==> src/rtl/segdac_pkg.sv <==
package segdac_pkg;
    // Default segmentation of the converter code
    localparam int DEF_CODE_W = 14;
    localparam int DEF_HI_W   = 5;
    localparam int DEF_MID_W  = 4;
endpackage

==> src/rtl/segdac_therm.sv <==
// Binary-to-thermometer decoder: line k is set when the value exceeds k.
module segdac_therm #(
    parameter int IN_W = 4,
    localparam int OUT_N = (1 << IN_W) - 1
) (
    input  logic [IN_W-1:0]  bin_in,
    output logic [OUT_N-1:0] therm_out
);
    for (genvar k = 0; k < OUT_N; k++) begin : g_line
        assign therm_out[k] = ({1'b0, bin_in} > (IN_W+1)'(k));
    end
endmodule

==> src/rtl/segdac_stage.sv <==
// One pipeline register with synchronous clear and enable.
module segdac_stage #(
    parameter int W = 8
) (
    input  logic         clk,
    input  logic         rst,
    input  logic         en,
    input  logic [W-1:0] d,
    output logic [W-1:0] q
);
    always_ff @(posedge clk) begin
        if (rst)
            q <= '0;
        else if (en)
            q <= d;
    end
endmodule

==> src/rtl/segdac_switch_decoder.sv <==
module segdac_switch_decoder
    import segdac_pkg::*;
#(
    parameter int CODE_W = DEF_CODE_W,
    parameter int HI_W   = DEF_HI_W,
    parameter int MID_W  = DEF_MID_W,
    localparam int LO_W  = CODE_W - HI_W - MID_W,
    localparam int HI_N  = (1 << HI_W) - 1,
    localparam int MID_N = (1 << MID_W) - 1,
    localparam int SW_W  = HI_N + MID_N + LO_W
) (
    input  logic              clk,
    input  logic              rst,
    input  logic [CODE_W-1:0] code_in,
    input  logic              code_valid,
    output logic [SW_W-1:0]   sw_ctrl
);
    logic [CODE_W-1:0] code_q;
    logic [HI_N-1:0]   hi_lines;
    logic [MID_N-1:0]  mid_lines;
    logic [SW_W-1:0]   sw_next;

    // Stage 1: code capture
    segdac_stage #(.W(CODE_W)) u_capture (
        .clk (clk),
        .rst (rst),
        .en  (code_valid),
        .d   (code_in),
        .q   (code_q)
    );

    // Coarse and fine thermometer decoders
    segdac_therm #(.IN_W(HI_W)) u_hi_dec (
        .bin_in    (code_q[CODE_W-1 -: HI_W]),
        .therm_out (hi_lines)
    );

    segdac_therm #(.IN_W(MID_W)) u_mid_dec (
        .bin_in    (code_q[LO_W +: MID_W]),
        .therm_out (mid_lines)
    );

    assign sw_next = {hi_lines, mid_lines, code_q[LO_W-1:0]};

    // Stage 2: aligned switch-control launch
    segdac_stage #(.W(SW_W)) u_launch (
        .clk (clk),
        .rst (rst),
        .en  (code_valid),
        .d   (sw_next),
        .q   (sw_ctrl)
    );
endmodule

==> config.mk <==
export PLATFORM = sky130hd
export DESIGN_NAME = segdac_switch_decoder
export DESIGN_NICKNAME = d
export VERILOG_FILES = /design/src/rtl/segdac_pkg.sv /design/src/rtl/segdac_therm.sv /design/src/rtl/segdac_stage.sv /design/src/rtl/segdac_switch_decoder.sv
export SDC_FILE = /design/constraint.sdc
export NUM_CORES = 1
export LEC_CHECK = 0
export BUFFER_PORTS_ARGS = -buffer_cell sky130_fd_sc_hd__buf_2
export CAP_MARGIN = 20
export CELL_PAD_IN_SITES_DETAIL_PLACEMENT = 1
export CELL_PAD_IN_SITES_GLOBAL_PLACEMENT = 2
export CORE_MARGIN = 2
export CORE_UTILIZATION = 33
export DETAILED_ROUTE_END_ITERATION = 10
export GPL_TIMING_DRIVEN = 0
export HOLD_SLACK_MARGIN = 0.1
export PLACE_DENSITY_LB_ADDON = 0.1
export SYNTH_ARGS = -nofsm -noshare
export SYNTH_HDL_FRONTEND = slang
export SYNTH_SLANG_ARGS = --single-unit
export TNS_END_PERCENT = 20
==> constraint.sdc <==
create_clock -name clk -period 2.7 [get_ports clk]
set_input_delay 0.27 -clock clk [delete_from_list [all_inputs] [get_ports clk]]
set_output_delay 0.27 -clock clk [all_outputs]
set_load 0.05 [all_outputs]
==> flow_metrics.py <==
metrics = {
    "drt": {
        "ant_nets": 0,
        "wire_per_inst_um": 16.1,
        "drt_iter0_drc": 85,
        "route.detailed.drc": 0,
        "drtPass1Iterations": 4,
        "vias_per_cell": 4.89,
        "wl_mm": 7.27,
        "dr_total_vias": 2207,
    },
    "global_routing": {
        "grt_pass1_vias": 2197,
        "grt_util_all_layers_pct": 18.3,
        "grt_pass1_wl_mm": 11.8,
        "antenna_found_initial": 0,
        "grt_max_degree": 11,
        "overflow": 0,
    },
    "critical_path": {
        "critical_path_class": "reg -> reg",
        "crit_path_start_kind": "flip-flop",
        "worstPathArrival_ns": 1.51,
        "cp-end-kind": "flip-flop",
        "cp_data_required_time_ns": 2.91,
        "crit_family": "compound AO/OA/AOI/OAI gates",
        "path_buf_inv": 0,
        "crit_fanout": 8,
        "crit_path_cell_trace": "or2_1, o311ai_1, a21oi_1",
        "cpMaxStageDelayCell": "dfxtp_1",
        "max_stage_delay_ns": 0.39,
    },
    "yosys": {
        "synth-seq-area-share_pct": 51.4,
        "ys_seq_elements": 65,
        "synth_edf_count": 0,
        "synthMuxAreaShare_pct": 8.31,
        "syn-cell-area_mm2": 0.00253,
        "async_flop_share_pct": 0,
        "synth_fp_nets": 288,
        "synth-compound-area-share_pct": 15.6,
        "syn_area_per_cell_um2": 9.34,
        "synth_top_area_share_pct": 51.4,
        "yosysTopAreaCell": "dfxtp_1",
        "yosysWarnings": 0,
        "yosys.area_share.simple_pct": 18.3,
        "ys_types": 41,
        "synthXorXnorAreaFrac_pct": 0,
        "synth_flop_cell": "dfxtp_1",
        "syn_inst": 271,
        "synth_area_leaders": "dfxtp_1 51%, mux2i_1 8.3%, nor2_1 7.4%",
        "synthAdderAreaFrac_pct": 0,
        "synth_top_family_by_area": "simple AND/OR/NAND/NOR gates",
    },
    "clocking": {
        "cts_root_buffer": "clkbuf_8",
        "cts_resized": 0,
        "cts_buffers": 9,
        "cts_setup_buffers": 0,
        "cts_hold_buf": 0,
        "clkSinkCount": 65,
        "cts-htree-levels": 3,
        "clockBufferDepth": 2,
        "clkLatencyLatePin_ns": 0.34,
        "clkTransAtPathRegs_ns": 0.07,
        "cts_tree": "yes",
    },
    "sta": {
        "slew_viol_final": 0,
        "setup_violations": 0,
        "hold_slack_ns": 0.161,
        "rsz0062_at_grt": "no",
        "finClkSkew_ns": 0.00549,
        "hold_viol_final": 0,
        "tightest_slew_ns": 0.616,
        "fmax_ghz": 0.771,
        "relSlewSlack_pct": 58.9,
        "setup_tns_ns": 0,
        "period_needed_ns": 1.30,
        "fin_crit_sh_pct": 48.0,
    },
    "die": {
        "dieArea_mm2": 0.00838,
        "io_pins": 68,
        "start_util_pct": 34.5,
        "num_rows": 31,
        "die_x_um": 91.6,
        "design.core.area_mm2": 0.00733,
        "dieHeight_um": 91.6,
    },
    "placement": {
        "io_buffer_count": 65,
        "routabilityCongestion": 0.739,
        "dp_hpwl_mm": 5.12,
    },
    "power": {
        "combPwrFrac_pct": 14.7,
        "ir_drop_v": 0.000240,
        "swShare_pct": 28.3,
        "internal_power_mw": 1.60,
        "powerDensity_mw_per_mm2": 699,
        "clkPwrFrac_pct": 39.1,
        "p_seq_share_pct": 46.2,
        "p_switching_uw": 632,
        "p_leak_nw": 1.44,
    },
    "cells_and_area": {
        "antenna_cells": 0,
        "final_core_util_pct": 43.5,
        "synthToLayoutAreaGrowth_pct": 26.0,
        "nNetsFinal": 364,
        "fill_cells": 886,
        "drive_gt1_share_pct": 31.0,
    },
    "run_status": {
        "outcome": "finished, final reports clean",
    },
    "worst_hold_path": {
        "hold_class": "in -> reg",
    },
    "flow_run": {
        "drv_cap": 0,
    },
}
==> synthesized netlist by cell type (3+ instances only) <==
master / number
dfxtp_1: 65
nor2_1: 50
a21oi_1: 23
nand2_1: 23
mux2i_1: 21
nor3_1: 10
buf_2: 9
buf_4: 7
a211oi_2: 6
clkbuf_1: 5
o21ai_0: 4
a31oi_1: 3
and2_1: 3
nand4_1: 3
o22ai_1: 3
==> power by group through the flow <==
| stage | clock network, mW | logic (mW) | registers [mW] |
|---|---|---|---|
| after floorplan | 0 | 0.140 | 1.15 |
| after global placement | 0 | 0.327 | 1.05 |
| after detailed placement | 0 | 0.330 | 1.05 |
| after CTS | 0.892 | 0.331 | 1.03 |
| after global routing | 0.933 | 0.352 | 1.04 |
| final | 0.873 | 0.327 | 1.03 |
==> tightest hold or removal path: stages <==
cell and delay (ns):
buf_2 0.07, mux2i_1 0.05, nor2_1 0.07
==> registers in the layout (all words and copies together) (netlist names) <==
signal,cells
u_launch.q,51
u_capture.q,14
==> layer usage <==
metal / part of all wire (%) / GRT usage (%) / vias to the layer above
met1: 49 / 24.8 / 1049
met2: 44 / 27.9 / 53
met5: 0 / 0 / -
met4: 1.8 / 8.08 / 0
met3: 5.1 / 3.65 / 10
li1: - / - / 1095
==> path summary, 6_finish.rpt <==
| check | startpoint | to | slack (ns) | cells past startpoint |
|---|---|---|---|---|
| worst max register to register | u_capture.q[9]$_SDFFE_PP0P_ | u_launch.q[36]$_SDFFE_PP0P_ | 1.40 | 3 |
| worst max-delay path | u_capture.q[9]$_SDFFE_PP0P_ | u_launch.q[36]$_SDFFE_PP0P_ | 1.40 | 3 |
| worst min-delay path | code_in[5] | u_capture.q[5]$_SDFFE_PP0P_ | 0.16 | 3 |
| worst min register to register | u_launch.q[36]$_SDFFE_PP0P_ | u_launch.q[36]$_SDFFE_PP0P_ | 0.46 | 2 |
==> final cells by class <==
| cell class | instances | area (um^2) | area share, % |
|---|---|---|---|
| Buffer | 25 | 156 | 4.91 |
| Clock buffer | 14 | 173 | 5.42 |
| Clock inverter | 2 | 35.0 | 1.10 |
| Inverter | 1 | 3.75 | 0.118 |
| Multi-Input combinational cell | 180 | 1070 | 33.5 |
| Sequential cell | 65 | 1300 | 40.8 |
| Tap cell | 99 | 124 | 3.89 |
| Timing Repair Buffer | 65 | 325 | 10.2 |
==> per-stage QoR <==
step	setup WS, ns	power, mW	cell area, um^2	cells
2_1_floorplan	1.67	1.29	2530	271
3_3_place_gp	1.41	1.38	2980	435
3_5_place_dp	1.41	1.38	2980	435
4_1_cts	1.42	2.25	3190	451
5_1_grt	1.37	2.32	3190	451
6_report	1.40	2.23	3190	451
==> layout by cell type (no fill, tap or decap), types with 4 or more instances in the layout <==
cell type / netlist / final
clkbuf_1: 5 / 7
o21ai_0: 4 / 4
a21oi_1: 23 / 23
a211oi_2: 6 / 6
dfxtp_1: 65 / 65
nor2_1: 50 / 50
buf_4: 7 / 7
nor3_1: 10 / 10
buf_2: 9 / 74
mux2i_1: 21 / 21
nand2_1: 23 / 23
clkbuf_8: 1 / 13
==> kinds of logic after synthesis <==
kind of cell           count (synthesis)
AND/OR/NAND/NOR                      102
flip-flops                            65
AO/OA/AOI/OAI                         57
buffers and inverters                 26
multiplexers                          21
(Power assumes the default switching activity.)
